$ cat config.mk
export PLATFORM = sky130hd
export DESIGN_NAME = xfer_len_seq
export DESIGN_NICKNAME = d
export VERILOG_FILES = /design/src/rtl/xfer_seq_pkg.sv /design/src/rtl/xfer_len_calc.sv /design/src/rtl/xfer_count_reg.sv /design/src/rtl/xfer_status_regs.sv /design/src/rtl/xfer_len_seq.sv
export SDC_FILE = /design/constraint.sdc
export NUM_CORES = 1
export LEC_CHECK = 0
export BUFFER_PORTS_ARGS = -buffer_cell sky130_fd_sc_hd__buf_2
export CAP_MARGIN = 10
export CORE_MARGIN = 3
export CORE_UTILIZATION = 46
export DETAILED_ROUTE_END_ITERATION = 6
export PLACE_DENSITY = 0.8
export SLEW_MARGIN = 20
export SYNTH_ARGS = -nofsm -noshare
export SYNTH_HDL_FRONTEND = slang
export SYNTH_SLANG_ARGS = --single-unit
$ cat constraint.sdc
create_clock -name clk -period 4.7 [get_ports clk]
set_input_delay 0.94 -clock clk [delete_from_list [all_inputs] [get_ports clk]]
set_output_delay 0.94 -clock clk [all_outputs]
set_load 0.05 [all_outputs]
$ cat src/rtl/xfer_seq_pkg.sv
// Shared constants and types for the transfer sequencer.
// Assumes 8-bit register images; bit positions are fixed by the requirements.
package xfer_seq_pkg;
    typedef enum logic [1:0] {ST_IDLE, ST_XFER, ST_STAT} seq_state_e;

    localparam int ST_IN_BIT  = 7;
    localparam int ST_TC_BIT  = 4;

    localparam logic [2:0] PH_DOUT = 3'd0;
    localparam logic [2:0] PH_DIN  = 3'd1;
    localparam logic [2:0] PH_CMD  = 3'd2;
    localparam logic [2:0] PH_STAT = 3'd3;

    localparam logic [7:0] IR_BUS  = 8'h10;
    localparam logic [7:0] IR_FC   = 8'h08;

    localparam logic [7:0] SEQ_CMD_DONE = 8'h04;
    localparam logic [7:0] FLG_STAT_DONE = 8'h02;
endpackage

$ cat src/rtl/xfer_len_calc.sv
// Length selector: picks the burst length from the counter and the phase.
// Assumes remain is two's complement; the command phase ignores remain.
module xfer_len_calc #(
    parameter int CNT_W   = 16,
    parameter int REM_W   = 24,
    parameter int CMD_CAP = 32
) (
    input  logic [CNT_W-1:0] count,
    input  logic [REM_W-1:0] remain,
    input  logic             cmd_phase,
    output logic [CNT_W-1:0] len,
    output logic             to_dev,
    output logic [2:0]       phase
);
    import xfer_seq_pkg::*;

    localparam int CMP_W = (REM_W > CNT_W) ? REM_W : CNT_W;
    localparam logic [CNT_W-1:0] CAP_V = CNT_W'(CMD_CAP);

    logic             neg;
    logic [REM_W-1:0] mag;
    logic [CMP_W-1:0] cnt_x, mag_x;

    // Magnitude of the signed remainder, widened for comparison.
    always_comb begin
        neg   = remain[REM_W-1];
        mag   = neg ? (~remain + 1'b1) : remain;
        cnt_x = CMP_W'(count);
        mag_x = CMP_W'(mag);
    end

    // Length, direction and phase code for the chosen phase.
    always_comb begin
        if (cmd_phase) begin
            len    = (count < CAP_V) ? count : CAP_V;
            to_dev = 1'b1;
            phase  = PH_CMD;
        end else begin
            len    = (cnt_x < mag_x) ? count : CNT_W'(mag_x);
            to_dev = neg;
            phase  = neg ? PH_DOUT : PH_DIN;
        end
    end
endmodule

$ cat src/rtl/xfer_count_reg.sv
// Transfer counter: loadable, saturating down-counter with a clear.
// Assumes load is only requested while the sequencer is idle.
module xfer_count_reg #(
    parameter int CNT_W = 16
) (
    input  logic             clk,
    input  logic             rst_n,
    input  logic             load,
    input  logic [CNT_W-1:0] load_val,
    input  logic             dec,
    input  logic             clear,
    output logic [CNT_W-1:0] count
);
    // Counter update: clear beats load beats decrement.
    always_ff @(posedge clk) begin
        if (!rst_n)
            count <= '0;
        else if (clear)
            count <= '0;
        else if (load)
            count <= load_val;
        else if (dec && count != '0)
            count <= count - 1'b1;
    end
endmodule

$ cat src/rtl/xfer_status_regs.sv
// Status-side registers: status, interrupt, sequence step, flags and irq.
// Assumes at most one of data_done/stat_done per cycle.
module xfer_status_regs (
    input  logic       clk,
    input  logic       rst_n,
    input  logic       start_evt,
    input  logic [2:0] phase_in,
    input  logic       data_done,
    input  logic       stat_done,
    input  logic       intr_ack,
    output logic [7:0] stat_reg,
    output logic [7:0] intr_reg,
    output logic [7:0] seq_reg,
    output logic [7:0] flags_reg,
    output logic       irq
);
    import xfer_seq_pkg::*;

    // Register writes by event; completions win over acknowledge.
    always_ff @(posedge clk) begin
        if (!rst_n) begin
            stat_reg  <= '0;
            intr_reg  <= '0;
            seq_reg   <= '0;
            flags_reg <= '0;
            irq       <= 1'b0;
        end else if (data_done) begin
            stat_reg[ST_IN_BIT] <= 1'b1;
            stat_reg[ST_TC_BIT] <= 1'b1;
            intr_reg  <= IR_BUS;
            seq_reg   <= '0;
            flags_reg <= '0;
            irq       <= 1'b1;
        end else if (stat_done) begin
            stat_reg  <= 8'h90 | {5'd0, PH_STAT};
            intr_reg  <= IR_BUS | IR_FC;
            seq_reg   <= SEQ_CMD_DONE;
            flags_reg <= FLG_STAT_DONE;
            irq       <= 1'b1;
        end else if (start_evt) begin
            stat_reg[ST_TC_BIT] <= 1'b0;
            stat_reg[2:0]       <= phase_in;
        end else if (intr_ack) begin
            stat_reg[ST_IN_BIT] <= 1'b0;
            irq                 <= 1'b0;
        end
    end
endmodule

$ cat src/rtl/xfer_len_seq.sv
// Transfer length and completion sequencer top.
// Runs one data/command burst or a two-byte status response over a
// request/acknowledge handshake and posts the completion registers.
// Assumes dma_ack is only asserted while dma_req is high.
module xfer_len_seq #(
    parameter int REM_W   = 24,
    parameter int CMD_CAP = 32
) (
    input  logic             clk,
    input  logic             rst_n,
    input  logic             cnt_wr,
    input  logic [7:0]       cnt_lo_in,
    input  logic [7:0]       cnt_mid_in,
    input  logic             cmd_phase,
    input  logic [REM_W-1:0] remain,
    input  logic             start,
    input  logic             stat_go,
    input  logic [7:0]       sense,
    input  logic             src_done,
    input  logic             dma_ack,
    input  logic             intr_ack,
    output logic             dma_req,
    output logic             dma_to_dev,
    output logic [7:0]       dma_wdata,
    output logic [7:0]       cnt_lo,
    output logic [7:0]       cnt_mid,
    output logic [7:0]       stat_reg,
    output logic [7:0]       intr_reg,
    output logic [7:0]       seq_reg,
    output logic [7:0]       flags_reg,
    output logic             irq
);
    import xfer_seq_pkg::*;

    localparam int CNT_W = 16;

    seq_state_e       state_q;
    logic [CNT_W-1:0] left_q, count, len;
    logic             dir_q, to_dev, byte_q, busy_w;
    logic [7:0]       sense_q;
    logic [2:0]       phase;
    logic             go_x, go_s, data_done, stat_done, dec;

    xfer_len_calc #(.CNT_W(CNT_W), .REM_W(REM_W), .CMD_CAP(CMD_CAP)) u_len (
        .count(count), .remain(remain), .cmd_phase(cmd_phase),
        .len(len), .to_dev(to_dev), .phase(phase)
    );

    xfer_count_reg #(.CNT_W(CNT_W)) u_cnt (
        .clk(clk), .rst_n(rst_n), .load(cnt_wr && !busy_w),
        .load_val({cnt_mid_in, cnt_lo_in}), .dec(dec), .clear(data_done),
        .count(count)
    );

    xfer_status_regs u_regs (
        .clk(clk), .rst_n(rst_n), .start_evt(go_x), .phase_in(phase),
        .data_done(data_done), .stat_done(stat_done), .intr_ack(intr_ack),
        .stat_reg(stat_reg), .intr_reg(intr_reg), .seq_reg(seq_reg),
        .flags_reg(flags_reg), .irq(irq)
    );

    // Event decode from the current state and the request inputs.
    always_comb begin
        busy_w    = (state_q != ST_IDLE);
        go_x      = !busy_w && start;
        go_s      = !busy_w && stat_go && !start;
        dec       = (state_q == ST_XFER) && dma_ack && (left_q != '0);
        data_done = (state_q == ST_XFER) &&
                    ((left_q == '0) || src_done || (dec && left_q == 1));
        stat_done = (state_q == ST_STAT) && dma_ack && byte_q;
    end

    // Sequencer state, bytes left, direction and response byte index.
    always_ff @(posedge clk) begin
        if (!rst_n) begin
            state_q <= ST_IDLE;
            left_q  <= '0;
            dir_q   <= 1'b0;
            byte_q  <= 1'b0;
            sense_q <= '0;
        end else begin
            case (state_q)
                ST_IDLE: begin
                    if (go_x) begin
                        state_q <= ST_XFER;
                        left_q  <= len;
                        dir_q   <= to_dev;
                    end else if (go_s) begin
                        state_q <= ST_STAT;
                        byte_q  <= 1'b0;
                        sense_q <= sense;
                    end
                end
                ST_XFER: begin
                    if (data_done) begin
                        state_q <= ST_IDLE;
                        left_q  <= '0;
                    end else if (dec) begin
                        left_q <= left_q - 1'b1;
                    end
                end
                ST_STAT: begin
                    if (stat_done)
                        state_q <= ST_IDLE;
                    else if (dma_ack)
                        byte_q <= 1'b1;
                end
                default: state_q <= ST_IDLE;
            endcase
        end
    end

    // Handshake and register-image outputs.
    always_comb begin
        dma_req    = ((state_q == ST_XFER) && (left_q != '0)) || (state_q == ST_STAT);
        dma_to_dev = (state_q == ST_XFER) && dir_q;
        dma_wdata  = ((state_q == ST_STAT) && !byte_q) ? sense_q : 8'h00;
        cnt_lo     = count[7:0];
        cnt_mid    = count[15:8];
    end
endmodule

After elaboration in Yosys (flattened, before gate mapping)
Index checks and enable logic that the tools add are counted.
{"block": "classes", "add_sub_neg": 3, "n_reduce_logical": 40, "bitwise": 4, "n_eq_ne": 13, "n_lt_le_gt_ge": 2, "mux": 35}
{"cell": "$mux W16", "n": 8}
{"cell": "$pmux W16 S2", "n": 1}
{"cell": "$reduce_bool A16 Y1", "n": 2}
{"cell": "$sub A16 B1 Y16 const B", "n": 2}
{"cell": "$add A24 B1 Y24 const B", "n": 1}
{"cell": "$lt A16 B24 Y1", "n": 1}
{"cell": "$mux W24", "n": 1}
{"cell": "$not A24 Y24", "n": 1}
{"cell": "$eq A16 B1 Y1 const B", "n": 1}
{"cell": "$logic_not A16 Y1", "n": 1}
{"cell": "$lt A16 B6 Y1 const B", "n": 1}
{"cell": "$logic_and A1 B1 Y1", "n": 14}
{"cell": "$ne A2 B2 Y1 const B", "n": 7}
{"cell": "$mux W1", "n": 13}
{"cell": "$reduce_bool A2 Y1", "n": 6}
{"cell": "$mux W5", "n": 2}
{"cell": "$mux W3", "n": 3}
{"cell": "$reduce_and A3 Y1", "n": 3}
{"cell": "$mux W2", "n": 4}
{"cell": "$mux W8", "n": 1}
{"cell": "$pmux W2 S3", "n": 1}
{"cell": "$reduce_and A2 Y1", "n": 3}
{"cell": "$reduce_bool A3 Y1", "n": 2}
{"cell": "$reduce_and A5 Y1", "n": 1}
{"cell": "other kinds (11)", "n": 17}
{"block": "word_totals", "in_bits": 57, "output_inout_bits": 59, "regBits": 51}

Depth between registers and ports, before layout
Gate-level depths: netlist of the first run.
{"block": "logic_depth", "ltp_word": 8, "depth_mapped": 17, "depth_no_buf": 15}

Cells and area by module
Synthesis of the first run repeated with hierarchy kept, for this count alone.
{"block": "hier_totals", "cells_unflattened": 572, "hier_area_um2": 4386.7}
{"module": "xfer_len_seq", "cells_each": 207, "n_inst": 1, "seq_area_each_um2": 560.5, "area_each_um2": 1639.1}
{"module": "xfer_len_calc", "cells_each": 184, "n_inst": 1, "seq_area_each_um2": 0.0, "area_each_um2": 1287.5}
{"module": "xfer_count_reg", "cells_each": 124, "n_inst": 1, "seq_area_each_um2": 320.3, "area_each_um2": 988.4}
{"module": "xfer_status_regs", "cells_each": 57, "n_inst": 1, "seq_area_each_um2": 140.1, "area_each_um2": 471.7}

Worst setup path before layout of the first run
No wires, ideal clock.
{"block": "synth_timing", "path_kind": "input-to-reg", "from": "input port remain[4]", "to": "register left_q[1]", "cell_stages": 16, "setup_ns": 0.070, "n_path_buf": 3, "arrival_time_ns": 4.452, "t_required_ns": 4.630, "path_slack_ns": 0.179, "cell_sequence": "or4_1 > buf_2 > or3_1 > clkbuf_1 > o41ai_1 > xor2_1 > ha_1 > nand4_1 > nor2_1 > a211o_1 > a311oi_1 > nand3b_1 > nor4_4 > buf_6 > mux2_1 > a21oi_1"}
{"block": "synth_via", "elab_chain_cells": 8}
{"element": "start: declaration", "line_no": "xfer_len_seq.sv:15", "text": "input logic [REM_W-1:0] remain,"}
{"element": "$not A24 Y24", "line_no": "xfer_len_calc.sv:27", "text": "mag = neg ? (~remain + 1'b1) : remain;"}
{"element": "$add A24 B1 Y24", "line_no": "xfer_len_calc.sv:27"}
{"element": "$mux W24 (*)", "line_no": "xfer_len_calc.sv:27"}
{"element": "$lt A16 B24 Y1 (*)", "line_no": "xfer_len_calc.sv:39", "text": "len = (cnt_x < mag_x) ? count : CNT_W'(mag_x);"}
{"element": "$mux W16 (*)", "line_no": "xfer_len_calc.sv:39"}
{"element": "$mux W16 (*)", "line_no": "xfer_len_calc.sv:34", "text": "if (cmd_phase) begin"}
{"element": "$mux W16 (*)", "line_no": "xfer_len_seq.sv:84", "text": "if (go_x) begin"}
{"element": "$pmux W16 S2 (*)", "line_no": "xfer_len_seq.sv:82", "text": "case (state_q)"}
{"element": "end signal: assignment", "line_no": "xfer_len_seq.sv:86", "text": "left_q <= len;"}
{"element": "end signal: assignment", "line_no": "xfer_len_seq.sv:99", "text": "left_q <= left_q - 1'b1;"}
{"element": "end: declaration", "line_no": "xfer_len_seq.sv:38", "text": "logic [CNT_W-1:0] left_q, count, len;"}
Every way passes the cells marked *; elsewhere a longest branch is shown, timed or not. The select of a mux whose other input is x is not followed.
A chain may end at the register's enable or synchronous reset.

Final worst setup path of the first run
{"block": "layout_timing", "from": "input port remain[4]", "to": "register left_q[7]"}
{"block": "layout_via", "elab_chain_cells": 8}
{"element": "$not A24 Y24", "line_no": "xfer_len_calc.sv:27"}
{"element": "$add A24 B1 Y24", "line_no": "xfer_len_calc.sv:27"}
{"element": "$mux W24 (*)", "line_no": "xfer_len_calc.sv:27"}
{"element": "$lt A16 B24 Y1", "line_no": "xfer_len_calc.sv:39"}
{"element": "$mux W16 (*)", "line_no": "xfer_len_calc.sv:39"}
{"element": "$mux W16 (*)", "line_no": "xfer_len_calc.sv:34"}
{"element": "$mux W16 (*)", "line_no": "xfer_len_seq.sv:84"}
{"element": "$pmux W16 S2 (*)", "line_no": "xfer_len_seq.sv:82"}
Marks and branches as above.

==> flow_summary_export.csv, run 1 <==
group,metric,value,unit
floorplan,die_w,99.6,um
yosys,syn_inst,540,
detailed_routing,viasPerCell,5.74,
timing,fin_skew,7.43,ps
placed_design,place_ws,-97.8,ps
floorplan,start_util,48.1,%
yosys,synth_warnings,0,
critical_path,crit_arrival,4630,ps
power,vdd_drop_max,237,uV
floorplan,coreArea,0.00838,mm^2
global_route,antenna_found_initial,0,
worst_hold_path,holdPathStages,2,
cts,htreeDepth,2,
cts,clkLatencyLatePin,310,ps
global_route,first_global_vias,3776,
critical_path,cp.required,4930,ps
final_layout,antenna-diode-count,0,
final_layout,register_area,0.00100,mm^2
final_layout,drive_gt1_share,18.9,%
floorplan,die-area,0.00992,mm^2
final_layout,final_area,0.00462,mm^2
detailed_routing,drt.antenna.violating_nets,0,
floorplan,core.rowCount,33,
timing,setup_viol,0,
global_route,grt.overflow.total,0,
placed_design,gp_congestion,0.914,
final_layout,nets,695,
critical_path,r2r_cells,7,
yosys,synth_top_flop_cell,"dfxtp_1",
detailed_routing,firstDrtPassIters,5,
cts,cts-resized-gates,0,
yosys,ys_async_sr_fraction,0,%
final_layout,finish.utilization,55.1,%
timing,finalCritPeriodShare,93.6,%
cts,cts_root_buf,"clkbuf_8",
cts,cts_made_buffers,5,
power,p_leak,1.96,nW
critical_path,path_class,"in -> reg",
yosys,yosysSeqAreaShare,24.8,%
timing,fin_ws,299,ps
yosys,synth_top_area_share,24.8,%
timing,rsz0062_at_grt,"false",
run,drv_cap,0,
status,status,"finished clean",
global_route,grt_max_degree,36,
cts,post_cts_buffers,0,
detailed_routing,wl_per_cell,15.1,um
timing,tightest_slew,920,ps
timing,hold_violations,0,
global_route,grt_pass1_wl,18500,um
cts,path_clk_slew,100,ps
yosys,syn_avg_cell_area,7.46,um^2
final_layout,areaGrowthSynthToFinish,14.7,%
timing,tns,0,ps
critical_path,startpoint_type,"input port",
power,power_density,330,mW/mm^2
cts,cts_sinks,50,
global_route,grtUsageTotal,22.1,%
cts,hold_buffers,0,
yosys,synthTopCellsByArea,"dfxtp_1, ha_1, nand2_1, buf_4, nor2_1",
yosys,syn_area,0.00403,mm^2
detailed_routing,vias,4154,
timing,fin_crit,4400,ps
yosys,ys_types,54,
final_layout,fillers,795,
floorplan,die_h,99.6,um
critical_path,critPathCaptureType,"flop",
final_layout,top_regs,"left_q x16, u_cnt.count x16, sense_q x8",
placed_design,io_buffers,91,
timing,slew_headroom,38.5,%
placed_design,dp_hpwl,8420,um
detailed_routing,drt-initial-drc-count,344,
timing,whs,466,ps
detailed_routing,drc,0,
detailed_routing,routed_wl,11000,um
timing,slew_viol_final,0,
cts,cts_tree,"yes",
yosys,synth_edf_count,0,
yosys,yosys-top-cells-count,"nand2_1, nor2_1, dfxtp_1",
cts,clock_path_buffers,2,
yosys,yosysTopAreaCell,"dfxtp_1",
yosys,yosys_register_bits,50,
timing,fmax,227,MHz
placed_design,dpl_cell_area,0.00446,mm^2
final_layout,multi_input_area,0.00275,mm^2
critical_path,cp_max_fo,23,
yosys,synth_most_common_cell,"nand2_1",
worst_hold_path,hold_class,"reg -> reg",
floorplan,io-pin-count,116,
## path summary, 6_finish.rpt
path              startpoint  slack (ps)    endpoint
setup / recovery   remain[4]         300   left_q[7]
hold / removal    sense_q[1]         470  sense_q[1]
setup reg to reg   left_q[9]        1480   left_q[7]
hold reg to reg   sense_q[1]         470  sense_q[1]
## area by class of cell
| class | instances | share of cell area, % |
|---|---|---|
| Inverter | 17 | 1.38 |
| Clock inverter | 2 | 1.30 |
| Multi-Input combinational cell | 444 | 59.4 |
| Clock buffer | 6 | 1.79 |
| Tap cell | 105 | 2.84 |
| Sequential cell | 50 | 21.7 |
| Timing Repair Buffer | 100 | 11.6 |
## cells in the final DEF, fill, tap and decap left out, types with 9 or more instances in the layout
cell      Yosys  layout
buf_2         3      91
inv_1        17      17
nand3_1      12      12
nand2_1      64      64
nor4_1       12      12
dfxtp_1      50      50
ha_1         20      20
a21oi_1      22      22
nand4_1       9       9
nor2_1       55      55
nor3_1       20      20
conb_1        1      24
a21boi_0     13      13
xor2_1       18      18
xnor2_1      13      13
o21ai_0      37      37
and2_1       11      11
a211oi_1     17      17
## through the flow
| stage | power (mW) | std cells |
|---|---|---|
| after floorplan | 1.01 | 563 |
| after global placement | 1.13 | 715 |
| after detailed placement | 1.14 | 715 |
| after CTS | 1.52 | 723 |
| after global routing | 1.63 | 724 |
| final | 1.53 | 724 |
## cell families after synthesis
group	share of synthesized area [%]
AO/OA/AOI/OAI	22.1
XOR/XNOR	6.74
adder cells (fa/ha/maj)	6.21
buffers and inverters	9.31
flip-flops	24.8
multiplexers	3.20
other	0.0930
AND/OR/NAND/NOR	27.5
## critical path: stages
cell and delay (ps):
buf_2 120, or4_1 570, buf_4 190, nor3_1 260, nor4b_2 290, nand2b_1 160, xor2_1 230, ha_1 200
nand4_1 90, nor2_1 150, a211o_1 150, a311oi_1 40, nand3b_1 220, nor4_4 320, buf_12 210, mux2_1 350
o22ai_1 150
## per-layer routing
layer / up-vias / part of all wire, % / track usage, %
met5: - / 0 / 0
met1: 1908 / 45 / 30.9
met2: 180 / 47 / 36.0
met4: 0 / 1.2 / 4.52
li1: 2053 / - / -
met3: 13 / 7.3 / 3.44
## where the power goes
group	switching (mW)	leakage (nW)	internal [mW]
registers	0.0599	0.410	0.466
clock network	0.149	0.0714	0.227
logic	0.423	1.47	0.201
Power figures use the tool's default switching activity.
==> run 2, diff against run 1 <==
- CAP_MARGIN: 10 -> 5
- CTS_BUF_LIST: default -> sky130_fd_sc_hd__clkbuf_16
==> flow_summary_export.csv, run 2 (synthesized netlist as in run 1, its figures left out) <==
group,metric,value,unit
status,status,"finished clean",
final_layout,final_common_cell,"buf_2",
cts,htreeDepth,2,
floorplan,coreArea,0.00838,mm^2
floorplan,start_util,48.1,%
cts,cts_tree,"yes",
critical_path,cp_slowest_cell,"or4_1",
floorplan,die_w,99.6,um
global_route,grt.overflow.total,0,
final_layout,final_cell_mix,"buf_2, nand2_1, nor2_1",
critical_path,crit_path_max_incr_delay,570,ps
critical_path,crit_arrival,4630,ps
detailed_routing,viasPerCell,5.73,
detailed_routing,wl_per_cell,15.2,um
critical_path,startpoint_type,"input port",
power,p_leak,1.98,nW
placed_design,dp_hpwl,8420,um
placed_design,io_buffers,91,
final_layout,areaGrowthSynthToFinish,15.8,%
final_layout,finish.utilization,55.7,%
power,power_density,346,mW/mm^2
floorplan,die_h,99.6,um
run,drv_cap,0,
final_layout,top_regs,"left_q x16, u_cnt.count x16, sense_q x8",
detailed_routing,routed_wl,11000,um
worst_hold_path,hold_class,"reg -> reg",
power,vdd_drop_max,205,uV
floorplan,io-pin-count,116,
cts,hold_buffers,0,
detailed_routing,drt-initial-drc-count,300,
timing,hold_violations,0,
global_route,first_global_vias,3770,
floorplan,die-area,0.00992,mm^2
critical_path,r2r-start,"left_q[9]",
timing,finalCritPeriodShare,94.0,%
timing,slew_headroom,39.0,%
power,total_power,1.62,mW
global_route,grtUsageTotal,22.0,%
global_route,grt_max_degree,36,
cts,clkLatencyLatePin,290,ps
critical_path,crit_start,"remain[4]",
timing,fin_skew,5.58,ps
cts,post_cts_buffers,0,
global_route,antenna_found_initial,0,
critical_path,crit_family,"simple AND/OR/NAND/NOR gates",
critical_path,cp.required,4910,ps
critical_path,path_class,"in -> reg",
critical_path,cp_max_fo,23,
timing,slew_viol_final,0,
critical_path,path_cells,"buf_2 > or4_1 > buf_4 > nor3_1 > nor4b_2 > nand2b_1 > xor2_1 > ha_1 > nand4_1 > nor2_1 > a211o_1 > a311oi_1 > nand3b_1 > nor4_4 > buf_12 > mux2_1 > o22ai_1",
final_layout,drive_gt1_share,18.7,%
final_layout,antenna-diode-count,0,
final_layout,nets,695,
worst_hold_path,hold_start,"sense_q[1]",
placed_design,gp_congestion,0.914,
cts,cts_sinks,50,
final_layout,fillers,792,
cts,path_clk_slew,70,ps
critical_path,critPathCaptureType,"flop",
cts,clock_path_buffers,2,
timing,setup_viol,0,
detailed_routing,drc,0,
timing,fmax,226,MHz
timing,whs,463,ps
timing,fin_crit,4420,ps
cts,cts_made_buffers,5,
global_route,grt_pass1_wl,18400,um
detailed_routing,drt.antenna.violating_nets,0,
cts,cts_root_buf,"clkbuf_16",
timing,rsz0062_at_grt,"false",
timing,tightest_slew,913,ps
floorplan,core.rowCount,33,
critical_path,crit_buf_inv,3,
detailed_routing,vias,4149,
detailed_routing,firstDrtPassIters,5,
## run 2: layer usage
| metal | wire length (um) | share of wire [%] | GRT usage [%] | vias up |
|---|---|---|---|---|
| met4 | 64 | 0.58 | 3.47 | 0 |
| met1 | 5030 | 46 | 30.7 | 1919 |
| met3 | 723 | 6.6 | 3.23 | 9 |
| li1 | - | - | - | 2052 |
| met5 | 0 | 0 | 0 | - |
| met2 | 5220 | 47 | 36.5 | 169 |
## run 2: power by group
part / total (mW) / switching (mW) / internal, mW
clock network: 0.464 / 0.160 / 0.303
logic: 0.626 / 0.425 / 0.201
registers: 0.526 / 0.0598 / 0.466
## run 2: through the flow
| stage | cells | cell area (um^2) | setup TNS [ps] | worst slack, ps |
|---|---|---|---|---|
| final | 724 | 4670 | 0 | 283 |
| after global routing | 724 | 4670 | 0 | 36.8 |
| after CTS | 723 | 4650 | 0 | 175 |
| after detailed placement | 715 | 4460 | -554 | -97.8 |
| after global placement | 715 | 4460 | 0 | 116 |
| after floorplan | 563 | 4120 | 0 | 179 |
## run 2: layout make-up
type,instances,area (um^2),area share (%)
Inverter,17,63.8,1.37
Multi-Input combinational cell,444,2750,58.8
Tap cell,105,131,2.82
Sequential cell,50,1000,21.4
Clock buffer,5,125,2.68
Timing Repair Buffer,100,536,11.5
Clock inverter,3,63.8,1.37
## run 2: repair_timing
action                     4_1_cts  5_1_grt
hold endpoints to repair         0        0
resized for setup                0        1
setup endpoints to repair        0        4
## run 2: tightest hold or removal path: stages, from the launching register on
cell and delay (ps):
dfxtp_1 310, nand2_1 50, a21boi_0 60
## run 2: path summary, 6_finish.rpt
kind         slack, ps    endpoint  cells after the start
min reg2reg        460  sense_q[1]                      2
max reg2reg       1450   left_q[2]                      8
min                460  sense_q[1]                      2
max                280   left_q[7]                     17
